File: config.mk
export PLATFORM = sky130hd
export DESIGN_NAME = ccd_shutter_tmg
export DESIGN_NICKNAME = d
export VERILOG_FILES = /design/src/rtl/ccd_tmg_pkg.sv /design/src/rtl/ccd_pix_phase.sv /design/src/rtl/ccd_raster_cnt.sv /design/src/rtl/ccd_shutter_sched.sv /design/src/rtl/ccd_shutter_tmg.sv
export SDC_FILE = /design/constraint.sdc
export NUM_CORES = 1
export LEC_CHECK = 0
export BUFFER_PORTS_ARGS = -buffer_cell sky130_fd_sc_hd__buf_2
export CAP_MARGIN = 20
export CORE_MARGIN = 2
export CORE_UTILIZATION = 52
export CTS_BUF_LIST = sky130_fd_sc_hd__clkbuf_16
export DETAILED_ROUTE_END_ITERATION = 8
export GPL_ROUTABILITY_DRIVEN = 0
export PLACE_DENSITY_LB_ADDON = 0.12
export SYNTH_ARGS = -nofsm -noshare
export SYNTH_HDL_FRONTEND = slang
export SYNTH_HIERARCHICAL = 1
export SYNTH_SLANG_ARGS = --single-unit
export TNS_END_PERCENT = 30
File: constraint.sdc
create_clock -name clk -period 2.3 [get_ports clk]
set_input_delay 0.23 -clock clk [delete_from_list [all_inputs] [get_ports clk]]
set_output_delay 0.23 -clock clk [all_outputs]
set_load 0.1 [all_outputs]
File: src/rtl/ccd_tmg_pkg.sv
package ccd_tmg_pkg;

  typedef enum logic [1:0] {
    PH_RST  = 2'd0,
    PH_REF  = 2'd1,
    PH_DAT  = 2'd2,
    PH_IDLE = 2'd3
  } subph_e;

  // first clock of a pulse of 'width' centred in a span of 'span' clocks
  function automatic int centre_start(int span, int width);
    return (span - width) / 2;
  endfunction

  function automatic logic in_win(int idx, int span, int width);
    int s;
    s = centre_start(span, width);
    return (idx >= s) && (idx < s + width);
  endfunction

  // line whose retrace carries the shutter pulse, -1 when none
  function automatic int shutter_line(int expo, int lpf);
    int e;
    e = (expo == 0) ? 1 : expo;
    if (e >= lpf) return -1;
    return lpf - 1 - e;
  endfunction

endpackage

File: src/rtl/ccd_pix_phase.sv
module ccd_pix_phase
  import ccd_tmg_pkg::*;
(
  input  logic   clk,
  input  logic   rst,
  output subph_e ph,
  output logic   run,
  output logic   pix_end
);
  logic [1:0] ph_q;
  logic       run_q;

  always_ff @(posedge clk) begin
    if (rst) begin
      ph_q  <= 2'd0;
      run_q <= 1'b0;
    end else if (!run_q) begin
      run_q <= 1'b1;
    end else begin
      ph_q <= ph_q + 2'd1;
    end
  end

  assign ph      = subph_e'(ph_q);
  assign run     = run_q;
  assign pix_end = run_q && (ph_q == 2'd3);
endmodule

File: src/rtl/ccd_raster_cnt.sv
module ccd_raster_cnt
  import ccd_tmg_pkg::*;
#(
  parameter int PCH    = 1024,
  parameter int ACT_CH = 1008,
  parameter int LPF    = 1024,
  parameter int ACT_L  = 1018,
  parameter int PIX_W  = $clog2(PCH),
  parameter int LINE_W = $clog2(LPF),
  parameter int RI_W   = $clog2(4 * (PCH - ACT_CH) + 1)
) (
  input  logic              clk,
  input  logic              rst,
  input  logic              run,
  input  logic              pix_end,
  input  subph_e            ph,
  output logic [LINE_W-1:0] line,
  output logic              act_pix,
  output logic              act_line,
  output logic              in_retrace,
  output logic [RI_W-1:0]   ret_idx,
  output logic              top_left,
  output logic              frame_wrap
);
  logic [PIX_W-1:0]  pix_q;
  logic [LINE_W-1:0] line_q;
  logic              last_pix, last_line;
  int                ri;

  assign last_pix  = (pix_q == PIX_W'(PCH - 1));
  assign last_line = (line_q == LINE_W'(LPF - 1));

  always_ff @(posedge clk) begin
    if (rst) begin
      pix_q  <= '0;
      line_q <= '0;
    end else if (pix_end) begin
      if (last_pix) begin
        pix_q  <= '0;
        line_q <= last_line ? '0 : line_q + LINE_W'(1);
      end else begin
        pix_q <= pix_q + PIX_W'(1);
      end
    end
  end

  always_comb begin
    ri      = (int'(pix_q) - ACT_CH) * 4 + int'(ph);
    ret_idx = in_retrace ? RI_W'(ri) : '0;
  end

  assign line       = line_q;
  assign act_pix    = run && (int'(pix_q) < ACT_CH);
  assign act_line   = run && (int'(line_q) < ACT_L);
  assign in_retrace = run && (int'(pix_q) >= ACT_CH);
  assign top_left   = run && (pix_q == '0) && (line_q == '0) && (ph == PH_RST);
  assign frame_wrap = pix_end && last_pix && last_line;
endmodule

File: src/rtl/ccd_shutter_sched.sv
module ccd_shutter_sched
  import ccd_tmg_pkg::*;
#(
  parameter int LPF     = 1024,
  parameter int EXP_W   = 11,
  parameter int RET_CLK = 64,
  parameter int SHUT_W  = 8,
  parameter int VX_W    = 16,
  parameter int LINE_W  = $clog2(LPF),
  parameter int RI_W    = $clog2(RET_CLK + 1)
) (
  input  logic              clk,
  input  logic              rst,
  input  logic              run,
  input  logic              frame_wrap,
  input  logic [EXP_W-1:0]  exp_lines,
  input  logic [LINE_W-1:0] line,
  input  logic              in_retrace,
  input  logic [RI_W-1:0]   ret_idx,
  output logic              latch_evt,
  output logic [EXP_W-1:0]  exp_q,
  output logic              shutter,
  output logic              vxfer
);
  int   sl;
  logic armed, shut_win, vx_win;

  // capture at the edge that begins a frame (first frame included)
  assign latch_evt = !run || frame_wrap;

  always_ff @(posedge clk) begin
    if (rst || latch_evt) exp_q <= exp_lines;
  end

  always_comb begin
    sl       = shutter_line(int'(exp_q), LPF);
    armed    = (sl >= 0);
    shut_win = in_win(int'(ret_idx), RET_CLK, SHUT_W);
    vx_win   = in_win(int'(ret_idx), RET_CLK, VX_W);
  end

  assign shutter = in_retrace && armed && (int'(line) == sl) && shut_win;
  assign vxfer   = in_retrace && (line == LINE_W'(LPF - 1)) && vx_win;
endmodule

File: src/rtl/ccd_shutter_tmg.sv
module ccd_shutter_tmg
  import ccd_tmg_pkg::*;
#(
  parameter int PIX_PER_LINE = 1024,
  parameter int ACT_PIX      = 1008,
  parameter int LINES        = 1024,
  parameter int ACT_LINES    = 1018,
  parameter int NUM_CH       = 1,
  parameter int SHUT_CLKS    = 8,
  parameter int VX_CLKS      = 16,
  parameter int EXP_W        = 11
) (
  input  logic              clk,
  input  logic              rst,
  input  logic [EXP_W-1:0]  exp_lines,
  output logic              frame_start,
  output logic              line_valid,
  output logic [NUM_CH-1:0] hread_en,
  output logic              rst_strb,
  output logic              ref_smp,
  output logic              dat_smp,
  output logic              vxfer,
  output logic              shutter
);
  localparam int PCH     = PIX_PER_LINE / NUM_CH;
  localparam int ACT_CH  = ACT_PIX / NUM_CH;
  localparam int RET_CLK = 4 * (PCH - ACT_CH);
  localparam int PIX_W   = $clog2(PCH);
  localparam int LINE_W  = $clog2(LINES);
  localparam int RI_W    = $clog2(RET_CLK + 1);

  subph_e            ph;
  logic              run, pix_end;
  logic [LINE_W-1:0] line;
  logic              act_pix, act_line, in_retrace, top_left, frame_wrap;
  logic [RI_W-1:0]   ret_idx;
  logic              latch_evt;
  logic [EXP_W-1:0]  exp_q;
  logic              rd_act;

  ccd_pix_phase u_ph (
    .clk(clk), .rst(rst), .ph(ph), .run(run), .pix_end(pix_end)
  );

  ccd_raster_cnt #(
    .PCH(PCH), .ACT_CH(ACT_CH), .LPF(LINES), .ACT_L(ACT_LINES),
    .PIX_W(PIX_W), .LINE_W(LINE_W), .RI_W(RI_W)
  ) u_rast (
    .clk(clk), .rst(rst), .run(run), .pix_end(pix_end), .ph(ph),
    .line(line), .act_pix(act_pix), .act_line(act_line),
    .in_retrace(in_retrace), .ret_idx(ret_idx), .top_left(top_left),
    .frame_wrap(frame_wrap)
  );

  ccd_shutter_sched #(
    .LPF(LINES), .EXP_W(EXP_W), .RET_CLK(RET_CLK), .SHUT_W(SHUT_CLKS),
    .VX_W(VX_CLKS), .LINE_W(LINE_W), .RI_W(RI_W)
  ) u_sch (
    .clk(clk), .rst(rst), .run(run), .frame_wrap(frame_wrap),
    .exp_lines(exp_lines), .line(line), .in_retrace(in_retrace),
    .ret_idx(ret_idx), .latch_evt(latch_evt), .exp_q(exp_q),
    .shutter(shutter), .vxfer(vxfer)
  );

  assign rd_act = act_pix && act_line;

  // split register halves shift together
  for (genvar g = 0; g < NUM_CH; g++) begin : g_ch
    assign hread_en[g] = rd_act;
  end

  assign frame_start = top_left;
  assign line_valid  = act_line;
  assign rst_strb    = rd_act && (ph == PH_RST);
  assign ref_smp     = rd_act && (ph == PH_REF);
  assign dat_smp     = rd_act && (ph == PH_DAT);
endmodule

## Yosys cells after proc, flatten, opt, wreduce, memory -nomap -nowiden

Index checks and enable logic that the tools add are counted.

| word-level totals | value |
|---|---|
| word-level logic and storage cells | 62 |
| register bits | 34 |
| output and inout bits | 8 |
| bits of input ports | 13 |

| cells by class | value |
|---|---|
| muxes and demuxes | 8 |
| eq/ne operators | 6 |
| order comparisons | 9 |
| reduce and logical (&&, ||, !) cells | 28 |
| $add $sub $neg | 6 |

Operators by type and width:

| operator | count |
|---|---|
| $mux W32 | 2 |
| $eq A11 B32 Y1 | 1 |
| $ge A32 B1 Y1 const B | 1 |
| $ge A32 B12 Y1 const B | 1 |
| $sub A11 B32 Y32 const A | 1 |
| $add A10 B1 Y10 const B | 2 |
| $eq A10 B10 Y1 const B | 2 |
| $logic_and A1 B1 Y1 | 20 |
| $logic_not A10 Y1 | 2 |
| $lt A10 B10 Y1 const B | 2 |
| $mux W10 | 2 |
| $ge A7 B5 Y1 const B | 2 |
| $lt A7 B6 Y1 const B | 2 |
| $logic_not A11 Y1 | 1 |
| $mux W11 | 1 |
| $ge A10 B10 Y1 const B | 1 |
| $add A7 B3 Y7 | 1 |
| $mux W7 | 1 |
| $sub A5 B5 Y5 const B | 1 |
| $eq A2 B2 Y1 const B | 2 |
| $add A2 B1 Y2 const B | 1 |
| $eq A2 B1 Y1 const B | 1 |
| $logic_not A2 Y1 | 1 |
| $logic_or A1 B1 Y1 | 2 |
| 3 further kinds | 4 |

## Longest topological paths before layout

| logic depth | value |
|---|---|
| word-level depth | 9 |
| depth in mapped cells | 8 |

## Hierarchy

The synthesis kept the hierarchy.

By module, submodules not included:

| module | cells an instance | instances | area each (um^2) |
|---|---|---|---|
| ccd_raster_cnt | 141 | 1 | 1127.3 |
| ccd_shutter_sched | 46 | 1 | 581.8 |
| ccd_pix_phase | 10 | 1 | 110.1 |
| ccd_shutter_tmg | 4 | 1 | 41.3 |

## Worst setup path before layout

Ideal clock, no wire load.

| path | value |
|---|---|
| path kind | flip-flop to output port |
| start | register u_rast.pix_q[4] |
| end | output vxfer |
| data required time | 2.070 ns |
| arrival | 4.411 ns |
| cell stages (with the launch flop) | 9 |
| slack | -2.341 ns |
| cell sequence | dfxtp_1 -> clkbuf_2 -> and2_1 -> and3_1 -> clkbuf_1 -> and2_1 -> nand2b_1 -> o21ai_0 -> nor4b_1 |

| between the ends | value |
|---|---|
| cells in the longest elaborated chain, start to end | 6 |
| elaborated cells on any way between the ends | 10 |

RTL lines:

| what | RTL line | text |
|---|---|---|
| from (decl) | ccd_raster_cnt.sv:25 | `logic [PIX_W-1:0] pix_q;` |
| from (signal assigned) | ccd_raster_cnt.sv:42 | `pix_q <= pix_q + PIX_W'(1);` |
| $ge A10 B10 Y1 (*) | ccd_raster_cnt.sv:55 | `assign in_retrace = run && (int'(pix_q) >= ACT_CH);` |
| $logic_and A1 B1 Y1 (*) | ccd_raster_cnt.sv:55 |  |
| net in_retrace | ccd_shutter_tmg.sv:35 | `logic act_pix, act_line, in_retrace, top_left, frame_wrap;` |
| $mux W7 (*) | ccd_raster_cnt.sv:49 | `ret_idx = in_retrace ? RI_W'(ri) : '0;` |
| net ret_idx[4] | ccd_shutter_tmg.sv:36 | `logic [RI_W-1:0] ret_idx;` |
| $ge A7 B5 Y1 / $lt A7 B6 Y1 (equally long branches) | ccd_tmg_pkg.sv:18 | `return (idx >= s) && (idx < s + width);` |
| $logic_and A1 B1 Y1 (*) | ccd_tmg_pkg.sv:18 |  |
| $logic_and A1 B1 Y1 (*) | ccd_shutter_sched.sv:43 | `assign vxfer = in_retrace && (line == LINE_W'(LPF - 1)) && vx_win;` |
| to (decl) | ccd_shutter_tmg.sv:22 | `output logic vxfer,` |

The timed path passes the listed nets; every way through them passes the cells marked *.

## Final worst setup path

| path | value |
|---|---|
| start | register u_rast.pix_q[7] |
| end | output vxfer |

The elaborated chain is that of the path after synthesis.

==> impl_metrics.csv <==
group,metric,value,unit
sta,fin_tns_setup,0,ns
setup_path,r2r_end,"u_sch/exp_q[7]",
global_routing,grt_max_degree,16,
cells_and_area,fin_area,2310,µm²
sta,period_minus_slack,2.24,ns
power,switchingPower,0.347,mW
cells_and_area,area_growth,25.1,%
die,io_pins,21,
setup_path,cp-end-kind,"output pin",
placement,hpwl,3.03,mm
placement,portBuffers,20,
cells_and_area,seq_area,800,µm²
setup_path,cp.required,2.07,ns
sta,fin_ws,0.0589,ns
detailed_routing,via_count,1599,
clocking,path_clk_slew,0.06,ns
detailed_routing,ant_nets,0,
detailed_routing,dr.first_iter.drc_count,109,
min_path,min_to,"u_sch/exp_q[5]",
logic_synthesis,syn_area,1850,µm²
clocking,cts.sinks,34,
die,start_util,0.549,
min_path,worstHoldPathType,"input pin to flop",
global_routing,use_met1,0.306,
global_routing,top_usage_layer,"met2",
detailed_routing,wire_per_inst,15.1,µm
logic_synthesis,postSynthAreaPerCell,9.29,µm²
global_routing,grt_pass1_wl,7.13,mm
cells_and_area,fin_nets,247,
logic_synthesis,syn-num-nets,217,
power,leakagePower,0.867,nW
die,dieArea,4050,µm²
die,fp.dieW,63.6,µm
power,vdd_drop_max,0.000557,V
sta,slew_violations,0,
sta,finClkSkew,0.00385,ns
cells_and_area,layout-drive-gt1-share,0.265,
logic_synthesis,syn_inst,199,
detailed_routing,via_per_inst,5.79,
cells_and_area,num-fill-cells,288,
detailed_routing,dr.pass1.iters,4,
cells_and_area,multiInputGateArea,1040,µm²
setup_path,timing.rr.start,"u_ph/ph[0]",
setup_path,worst-setup-path-type,"flop to output pin",
power,internal_power,1.19,mW
global_routing,grt_overflow,0,
die,fp-row-count,21,
clocking,htree_num_levels,2,
logic_synthesis,yosysWarnings,6,
min_path,whs_path_depth,1,
detailed_routing,wl,4.18,mm
setup_path,path_max_fanout,6,
global_routing,grt_usage,0.229,
sta,finalHoldViolCount,0,
clocking,cts_max_path_buffers,2,
power,finalPower,1.53,mW
run,maxCapViolCount,0,
cells_and_area,diodes,0,
cells_and_area,final_cells,276,
global_routing,grt_antenna_before_repair,0,
setup_path,arrival,2.01,ns
detailed_routing,drc,0,
power,pwr-share-clk,0.495,
setup_path,rr_worst_depth,7,
setup_path,r2r_slack,0.13,ns
sta,fmax,446,MHz
power,switching_share,0.227,
clocking,hold_buffers,0,
setup_path,cp-start-kind,"flop",
clocking,numCtsBuffers,5,
power,powerDensity,663,nW/µm²
placement,dp_slack,0.0881,ns
clocking,cts_tree,"done",
die,die_y,63.6,µm
sta,period_share,0.974,
placement,dpl_cell_area,2110,µm²
power,pwr-share-comb,0.078,
min_path,hold_start,"exp_lines[5]",
global_routing,use_met2,0.364,
global_routing,grt_pass1_vias,1554,
die,coreArea,3360,µm²
placement,post-place-cells,268,
power,pwr-share-seq,0.427,
status,status,"complete, no violations",
sta,setup_violations,0,
clocking,root_buffer,"clkbuf_16",
clocking,clk_latency,0.28,ns
global_routing,grtUsageMet3,0.0500,
## power by group through the flow
| stage | Sequential, mW | Clock, mW | Combinational [mW] |
|---|---|---|---|
| 2_1_floorplan | 0.666 | 0 | 0.0912 |
| 3_5_place_dp | 0.669 | 0 | 0.118 |
| 4_1_cts | 0.657 | 0.769 | 0.118 |
| 3_3_place_gp | 0.668 | 0 | 0.115 |
| 6_report | 0.655 | 0.758 | 0.120 |
| 5_1_grt | 0.657 | 0.803 | 0.128 |
## cell usage in the layout (no fill, tap or decap), types with 8 or more instances in the layout
master	count
buf_2	18
buf_4	10
dfxtp_1	20
edfxtp_1	11
inv_1	11
nand2_1	8
nand3_1	8
nand4_1	12
nor2_1	23
xnor2_1	11
xor2_1	11
## per-layer routing
metal,vias up,share of wire
met4,0,0.015
met3,6,0.060
met2,52,0.48
met1,761,0.45
li1,780,-
met5,-,0
## stage by stage
stage	hold WS, ns	utilization
after floorplan	0.287	-
after global placement	0.406	0.628
after detailed placement	0.408	0.628
after CTS	0.121	0.679
after global routing	0.117	0.688
final	0.125	0.688
## final cells by class
cell class | instances | share of cell area
Clock inverter | 3 | 0.0195
Sequential cell | 34 | 0.346
Clock buffer | 5 | 0.0541
Inverter | 11 | 0.0179
Tap cell | 46 | 0.0249
Multi-Input combinational cell | 147 | 0.449
Timing Repair Buffer | 30 | 0.0887
## timing repair
item | 4_1_cts | 5_1_grt
setup buffers | 0 | 0
endpoints found under the setup margin | 1 | 16
resized for setup | 1 | 9
pin swaps | 0 | 1
## sequential cells by signal, indices dropped and copies added (netlist names)
name and flops:
u_sch/exp_q 11, u_ph/run 1, u_ph/ph 2, u_rast/line 10, u_rast/pix_q 10
## worst max path at each step
stage / startpoint / endpoint / slack [ns] / cells after the start
4_1_cts: u_rast/pix_q[7] / shutter / 0.01 / 7
5_1_grt: u_ph/ph[0] / u_sch/exp_q[7] / -0.008 / 7
3_3_place_gp: u_ph/ph[0] / u_rast/line[7] / 0.17 / 6
6_report: u_rast/pix_q[7] / vxfer / 0.06 / 7
3_5_place_dp: u_ph/ph[0] / u_rast/line[7] / 0.09 / 6
2_1_floorplan: u_rast/pix_q[4] / vxfer / -0.19 / 8
## worst max-delay path, stage by stage, from the launching register on
cell and delay [ns]:
dfxtp_4 0.38, and4_4 0.23, and3_4 0.23, and2_4 0.18, nand2b_4 0.06, o21ai_1 0.15
nor4b_4 0.29, buf_12 0.22
(Power assumes the default switching activity.)
